[config.mk]
export PLATFORM = sky130hd
export DESIGN_NAME = coh_line_ctrl
export DESIGN_NICKNAME = d
export VERILOG_FILES = /design/src/rtl/coh_pkg.sv /design/src/rtl/coh_local_rules.sv /design/src/rtl/coh_snoop_rules.sv /design/src/rtl/coh_line_bank.sv /design/src/rtl/coh_line_ctrl.sv
export SDC_FILE = /design/constraint.sdc
export NUM_CORES = 1
export LEC_CHECK = 0
export BUFFER_PORTS_ARGS = -buffer_cell sky130_fd_sc_hd__buf_4
export CORE_ASPECT_RATIO = 2
export CORE_MARGIN = 2
export CORE_UTILIZATION = 35
export CTS_CLUSTER_DIAMETER = 150
export DETAILED_ROUTE_END_ITERATION = 16
export GPL_ROUTABILITY_DRIVEN = 0
export RECOVER_POWER = 100
export REMOVE_ABC_BUFFERS = 1
export SKIP_CTS_REPAIR_TIMING = 1
export SYNTH_ARGS = -nofsm -noshare
export SYNTH_HDL_FRONTEND = slang
export SYNTH_SLANG_ARGS = --single-unit
[constraint.sdc]
create_clock -name clk -period 6.4 [get_ports clk]
set_input_delay 1.6 -clock clk [delete_from_list [all_inputs] [get_ports clk]]
set_output_delay 1.6 -clock clk [all_outputs]
set_load 0.01 [all_outputs]
[src/rtl/coh_pkg.sv]
package coh_pkg;

   // Two-bit line status; the encoding is visible on new_state.
   typedef enum logic [1:0] {
      LS_INV = 2'b00,
      LS_SHR = 2'b01,
      LS_EXC = 2'b10,
      LS_MOD = 2'b11
   } line_st_t;

   function automatic logic st_valid(input line_st_t s);
      return s != LS_INV;
   endfunction

endpackage

[src/rtl/coh_local_rules.sv]
module coh_local_rules
   import coh_pkg::*;
(
   input  logic     acc_en,
   input  logic     acc_write,
   input  logic     acc_hit,
   input  logic     shared_in,
   input  line_st_t cur,
   output line_st_t nxt,
   output logic     bus_wr,
   output logic     victim_wb
);

   logic real_hit;
   assign real_hit = acc_hit && st_valid(cur);

   always_comb begin
      nxt       = cur;
      bus_wr    = 1'b0;
      victim_wb = 1'b0;
      if (acc_en) begin
         if (acc_write) begin
            if (real_hit) begin
               // clean-exclusive or dirty lines write silently; shared must broadcast
               bus_wr = (cur == LS_SHR);
               nxt    = LS_MOD;
            end else begin
               // write miss: goes straight to the bus, no allocation
               bus_wr = 1'b1;
            end
         end else if (!real_hit) begin
            nxt       = shared_in ? LS_SHR : LS_EXC;
            victim_wb = (cur == LS_MOD);
         end
      end
   end

endmodule

[src/rtl/coh_snoop_rules.sv]
module coh_snoop_rules
   import coh_pkg::*;
(
   input  logic     snp_en,
   input  logic     snp_write,
   input  line_st_t cur,
   output line_st_t nxt,
   output logic     wb,
   output logic     inval
);

   always_comb begin
      nxt   = cur;
      wb    = 1'b0;
      inval = 1'b0;
      if (snp_en && st_valid(cur)) begin
         wb = (cur == LS_MOD);
         if (snp_write) begin
            nxt   = LS_INV;
            inval = (cur != LS_MOD);
         end else begin
            nxt = LS_SHR;
         end
      end
   end

endmodule

[src/rtl/coh_line_bank.sv]
module coh_line_bank
   import coh_pkg::*;
#(
   parameter int NUM_LINES = 8,
   parameter int IDX_W     = 3
)(
   input  logic                       clk,
   input  logic                       rst_n,
   input  logic                       loc_we,
   input  logic [IDX_W-1:0]           loc_idx,
   input  line_st_t                   loc_nxt,
   input  logic                       snp_we,
   input  logic [IDX_W-1:0]           snp_idx,
   input  line_st_t                   snp_nxt,
   output line_st_t [NUM_LINES-1:0]   lines_o
);

   generate
      for (genvar g = 0; g < NUM_LINES; g++) begin : g_line
         line_st_t st_q;
         line_st_t st_d;

         // snoop result overrides a local update to the same line
         always_comb begin
            st_d = st_q;
            if (snp_we && (snp_idx == IDX_W'(g)))
               st_d = snp_nxt;
            else if (loc_we && (loc_idx == IDX_W'(g)))
               st_d = loc_nxt;
         end

         always_ff @(posedge clk or negedge rst_n) begin
            if (!rst_n) st_q <= LS_INV;
            else        st_q <= st_d;
         end

         assign lines_o[g] = st_q;
      end
   endgenerate

endmodule

[src/rtl/coh_line_ctrl.sv]
module coh_line_ctrl
   import coh_pkg::*;
#(
   parameter  int NUM_LINES = 8,
   localparam int IDX_W     = (NUM_LINES > 1) ? $clog2(NUM_LINES) : 1
)(
   input  logic             clk,
   input  logic             rst_n,
   input  logic             acc_valid,
   input  logic [IDX_W-1:0] acc_idx,
   input  logic             acc_write,
   input  logic             acc_hit,
   input  logic             snp_valid,
   input  logic [IDX_W-1:0] snp_idx,
   input  logic             snp_write,
   input  logic             shared_in,
   output logic             bus_wr_req,
   output logic             victim_wb_req,
   output logic             snoop_wb_req,
   output logic             inval_req,
   output logic [1:0]       new_state
);

   generate
      if (NUM_LINES < 2) begin : g_bad_lines
         $error("coh_line_ctrl: NUM_LINES must be at least 2");
      end
      if ((1 << IDX_W) < NUM_LINES) begin : g_bad_idx
         $error("coh_line_ctrl: index width too small");
      end
   endgenerate

   line_st_t [NUM_LINES-1:0] lines;
   line_st_t cur_loc, cur_snp, l_nxt, s_nxt;
   logic     same_line, clash, loc_en;

   assign cur_loc   = lines[acc_idx];
   assign cur_snp   = lines[snp_idx];
   assign same_line = snp_valid && (snp_idx == acc_idx);
   assign clash     = acc_valid && same_line;
   assign loc_en    = acc_valid && !clash;

   coh_local_rules u_loc (
      .acc_en    (loc_en),
      .acc_write (acc_write),
      .acc_hit   (acc_hit),
      .shared_in (shared_in),
      .cur       (cur_loc),
      .nxt       (l_nxt),
      .bus_wr    (bus_wr_req),
      .victim_wb (victim_wb_req)
   );

   coh_snoop_rules u_snp (
      .snp_en    (snp_valid),
      .snp_write (snp_write),
      .cur       (cur_snp),
      .nxt       (s_nxt),
      .wb        (snoop_wb_req),
      .inval     (inval_req)
   );

   coh_line_bank #(.NUM_LINES(NUM_LINES), .IDX_W(IDX_W)) u_bank (
      .clk     (clk),
      .rst_n   (rst_n),
      .loc_we  (loc_en),
      .loc_idx (acc_idx),
      .loc_nxt (l_nxt),
      .snp_we  (snp_valid),
      .snp_idx (snp_idx),
      .snp_nxt (s_nxt),
      .lines_o (lines)
   );

   assign new_state = same_line ? s_nxt : l_nxt;

   // previewed state is what the line holds after the edge
   p_preview_matches_r12: assert property (@(posedge clk) disable iff (!rst_n)
      1'b1 |=> (lines[$past(acc_idx)] == line_st_t'($past(new_state))));

   // a snoop write-back never leaves the line dirty
   p_snoop_wb_cleans_r8: assert property (@(posedge clk) disable iff (!rst_n)
      snoop_wb_req |=> (lines[$past(snp_idx)] != LS_MOD));

   // a snooped write always ends with the line invalid
   p_snoop_wr_kills_r9: assert property (@(posedge clk) disable iff (!rst_n)
      (snp_valid && snp_write) |=> (lines[$past(snp_idx)] == LS_INV));

   // a local access colliding with a snoop raises no local request
   p_clash_quiet_r10: assert property (@(posedge clk) disable iff (!rst_n)
      clash |-> (!bus_wr_req && !victim_wb_req));

   // private lines write without bus traffic
   p_private_write_silent_r4: assert property (@(posedge clk) disable iff (!rst_n)
      (loc_en && acc_write && acc_hit && (cur_loc == LS_EXC || cur_loc == LS_MOD))
      |-> !bus_wr_req);

   // every write hit ends Modified
   p_write_hit_dirty_r5: assert property (@(posedge clk) disable iff (!rst_n)
      (loc_en && acc_write && acc_hit && cur_loc != LS_INV)
      |=> (lines[$past(acc_idx)] == LS_MOD));

   // a read fill yields a valid clean line
   p_fill_clean_r7: assert property (@(posedge clk) disable iff (!rst_n)
      (loc_en && !acc_write && (!acc_hit || cur_loc == LS_INV))
      |=> (lines[$past(acc_idx)] == LS_EXC || lines[$past(acc_idx)] == LS_SHR));

endmodule

# Yosys cells after proc, flatten, opt, wreduce, memory -nomap -nowiden
# Cells that the tools add are included.
[totals] reg_bits=16 input_bits=14 output_inout_bits=6 wordCells=100
[op_classes] n_lt_le_gt_ge=2 n_eq_ne=19 mux=37 n_reduce_logical=34
[op_table] cell="$mux W2" count=25
[op_table] cell="$eq A3 B3 Y1 const B" count=8
[op_table] cell="$logic_and A1 B1 Y1" count=21
[op_table] cell="$reduce_bool A2 Y1" count=10
[op_table] cell="$bmux W2 S3" count=2
[op_table] cell="$eq A3 B2 Y1 const B" count=4
[op_table] cell="$mux W1" count=10
[op_table] cell="$lt A3 B4 Y1 const B" count=2
[op_table] cell="$eq A3 B1 Y1 const B" count=2
[op_table] cell="$logic_not A3 Y1" count=2
[op_table] cell="$eq A2 B2 Y1 const B" count=2
[op_table] cell="$eq A3 B3 Y1" count=1
[op_table] cell="$eq A2 B1 Y1 const B" count=1
[op_table] cell="$ne A2 B2 Y1 const B" count=1
[op_table] cell="$logic_not A1 Y1" count=1

# Depth between registers and ports, before layout
[logic_depth] depth_word=9 ltp_mapped=8

# Cells and area by module
# A second synthesis with hierarchy kept.
[unflattened] cells_unflattened=124 hier_area_um2=1366.3
[by_module_without_submodules] mod="coh_line_bank" instances=1 cells_per_inst=84 area_each_um2=904.6 seq_area_each_um2=400.4
[by_module_without_submodules] mod="coh_line_ctrl" instances=1 cells_per_inst=21 area_each_um2=339.1 seq_area_each_um2=0.0
[by_module_without_submodules] mod="coh_local_rules" instances=1 cells_per_inst=13 area_each_um2=83.8 seq_area_each_um2=0.0
[by_module_without_submodules] mod="coh_snoop_rules" instances=1 cells_per_inst=6 area_each_um2=38.8 seq_area_each_um2=0.0

# Worst setup path before layout
# OpenSTA, ideal clock, no wires.
[synth_path] path_type="input-to-output" startpoint="input port acc_idx[2]" endpoint="output port new_state[0]" t_arrival_ns=3.159 required_ns=4.800 slack_ns=1.641 path_stages=7 n_path_buf=2 path_cell_list="buf_4 > xor2_1 > or4_1 > clkbuf_1 > o2111a_1 > nor3_4 > a21oi_1"
[synth_between] elab_chain_len=8
[synth_rtl] item="start, declared" line="coh_line_ctrl.sv:10" source="input logic [IDX_W-1:0] acc_idx,"
[synth_rtl] item="$bmux W2 S3" line="coh_line_ctrl.sv:37" source="assign cur_loc = lines[acc_idx];"
[synth_rtl] item="$mux W2 (not written as such)" line="coh_line_ctrl.sv:37"
[synth_rtl] item="$reduce_bool A2 Y1" line="coh_pkg.sv:12" source="return s != LS_INV;"
[synth_rtl] item="$logic_and A1 B1 Y1" line="coh_local_rules.sv:15" source="assign real_hit = acc_hit && st_valid(cur);"
[synth_rtl] item="$mux W2 (on tied branches)" line="coh_local_rules.sv:31, coh_local_rules.sv:23"
[synth_rtl] item="$mux W2" line="coh_local_rules.sv:22" source="if (acc_write) begin"
[synth_rtl] item="$mux W2" line="coh_local_rules.sv:21" source="if (acc_en) begin"
[synth_rtl] item="$mux W2 *" line="coh_line_ctrl.sv:75" source="assign new_state = same_line ? s_nxt : l_nxt;"
[synth_rtl] item="end, declared" line="coh_line_ctrl.sv:21" source="output logic [1:0] new_state"
# Mark *: on every way between the ends. The rest lies on a longest branch, timed or not. The select of a mux whose other input is x is not followed.

# Worst setup path after layout
[layout_path] startpoint="input port acc_idx[2]" endpoint="output port new_state[1]"
# Same word-level chain as after synthesis.

==> flow_summary.ini <==
[run_status]
status = finished clean

[critical_path]
crit_path_frequent_cell = clkbuf_1
cp.arrival_ps = 4040
r2r_setup_slack_ps = 3680
crit_type = input port to output port
worstSetupEndpointType = output port
start_kind = input port
critPathMaxStageDelay_ps = 960
crit_fanout = 10
critPathSlowestCell = a221oi_1
required_ps = 4800
crit_chain = clkbuf_1 -> xor2_1 -> nor4_2 -> nor4b_1 -> a221oi_1 -> nor2_1 -> clkbuf_1

[clock_network]
path_clk_slew_ps = 70
cts_tree = done
htree_levels = 1
cts_root_buf = clkbuf_8
clockBufferDepth = 2
insertion_delay_ps = 260
clock-sinks = 16
cts_made_buffers = 3

[routing]
routed_wl_um = 3520
antenna_left = 0
wire_per_inst_um = 17.51
dr.first_iter.drc_count = 21
viasPerCell = 5.801
vias = 1166
wl_met2_um = 1988
drcViolationCount = 0
wl_met1_um = 1232
firstDrtPassIters = 4
top_layer = met4
routed-wl-met3_um = 157

[grt]
antenna_found_initial = 0
grt_use_total = 0.1880
grt_pass1_wl_um = 5464
grt_max_degree = 17
grt_pass1_vias = 1223
grt-ovfl-total = 0

[layout]
largest_reg_flops = 16
fin_cells = 201
design_area_sq_um = 1456
diodes = 0
nNetsFinal = 167
n_fill_cell = 392
multi_input_area_sq_um = 804.5
syn_to_final_growth_pct = 13.45
seq_area_sq_um = 400.4
drive_gt1_frac = 0.1974
top_register = u_bank.g_line.st_q
largestRegisters = u_bank.g_line.st_q x16

[yosys]
synth_cell_type_count = 37
avgSynthCellArea_sq_um = 9.370
yosysWarnings = 0
netlist.area_leader.share = 0.3119
synth_ff_type = dfrtp_1
synth_top_area_cell = dfrtp_1
ys_seq_area_frac = 0.3119
synth_edf_count = 0
synthTopCellsByArea = dfrtp_1 31%, mux4_2 12%, nand3_1 6.2%, o21ai_1 6.2%, a31oi_1 4.9%
synth_seq_cells = 16
synthCells = 137
async_flop_share = 1.000
syn_area_sq_um = 1284

[timing]
fmax_mhz = 177.3
skew_ps = 1.754
rsz0062_at_grt = false
hold_viol_final = 0
tightest_slew_ps = 1098
finalMaxSlewViolations = 0
slew_headroom = 0.2683
finalCriticalPeriod_ps = 5639
finalSetupViolations = 0
fin_crit_sh = 0.8811
timing.setup.tns_ps = 0
fin_ws_ps = 760.7

[floorplanning]
io_pins = 20
core_area_sq_um = 3568
die_h_um = 89.65
fp.dieArea_sq_um = 4198
start_util = 0.3597
die_width_um = 46.83
row_count = 31

[place]
io_buffers = 19
dp_cells = 197
place_area_sq_um = 1445
dp_hpwl_um = 2769
place_ws_ps = 1197

[power]
p_total_w = 0.0004111
pwr_density_cell_nw_per_um2 = 282.3
vdd_drop_max_v = 0.0001186
p_leak_nw = 0.5641

[worst_hold_path]
min-delay-path-class = flop to flop

[flow_run]
maxCapViolCount = 0
metrics by stage:
stage          hold slack [ps]    util
2_1_floorplan            484.7       -
3_3_place_gp             509.5  0.4050
3_5_place_dp             518.9  0.4050
4_1_cts                  534.1  0.4204
5_1_grt                  577.2  0.4081
6_report                 524.9  0.4081
critical path: cells and delay by family:
family | cells | cell delay (ps)
simple gates | 3 | 760
compound gates | 1 | 960
xor+xnor | 1 | 170
buf+inv | 2 | 540
synth_stat cells, types with 2 or more instances:
| cell type | instances |
|---|---|
| a21oi_1 | 2 |
| a31oi_1 | 10 |
| buf_2 | 4 |
| clkbuf_1 | 3 |
| dfrtp_1 | 16 |
| inv_1 | 3 |
| mux2i_1 | 2 |
| mux4_2 | 7 |
| nand2_1 | 7 |
| nand3_1 | 16 |
| nand3b_1 | 3 |
| nand4_1 | 2 |
| nor2_1 | 13 |
| nor2b_1 | 6 |
| nor3_1 | 3 |
| o21ai_1 | 16 |
| o21bai_1 | 2 |
| xor2_1 | 3 |
power by group:
group,switching (W),internal [W],total [W]
clock network,0.0000376,0.0000547,0.0000923
registers,0.0000245,0.000131,0.000156
logic,0.0000900,0.0000733,0.000163
total,0.000152,0.000259,0.000411
final timing paths:
check                                         startpoint                  endpoint  cells past startpoint
min in group asynchronous                          rst_n  u_bank.g_line[6].st_q[0]                      1
max in group asynchronous                          rst_n  u_bank.g_line[7].st_q[1]                      1
worst min-delay path            u_bank.g_line[4].st_q[1]  u_bank.g_line[4].st_q[1]                      2
worst max-delay path                          acc_idx[2]              new_state[1]                      7
worst min register to register  u_bank.g_line[4].st_q[1]  u_bank.g_line[4].st_q[1]                      2
worst max register to register  u_bank.g_line[3].st_q[0]  u_bank.g_line[6].st_q[1]                      5
cells by family (layout without fill, tap and decap cells):
family | after synthesis | in the layout | synth area share
buffers and inverters | 12 | 27 | 0.04776
AND/OR/NAND/NOR | 58 | 58 | 0.2456
XOR/XNOR | 4 | 4 | 0.02730
AO/OA/AOI/OAI | 35 | 35 | 0.1803
flip-flops | 16 | 16 | 0.3119
multiplexers | 12 | 12 | 0.1871
layer usage:
layer	vias to the layer above	GRT usage
li1	547	-
met1	550	0.1669
met2	56	0.3537
met3	13	0.02200
met4	0	0.1364
met5	-	0
layout make-up:
type	instances	area share
multi-input combinational	109	0.5524
inverter	3	0.007732
tap	49	0.04210
clock buffer	4	0.03780
sequential	16	0.2749
timing repair buffer	20	0.08505
cell usage in the layout (no fill, tap or decap), types with 4 or more instances in the layout:
cell type	synthesis	final
dfrtp_1	16	16
nor2b_1	6	6
clkbuf_1	3	7
o21ai_0	1	14
nand2_1	7	7
nand3_1	16	16
a31oi_1	10	10
clkbuf_8	0	4
buf_4	1	13
nor2_1	13	13
mux4_2	7	7
(Power assumes the default switching activity.)
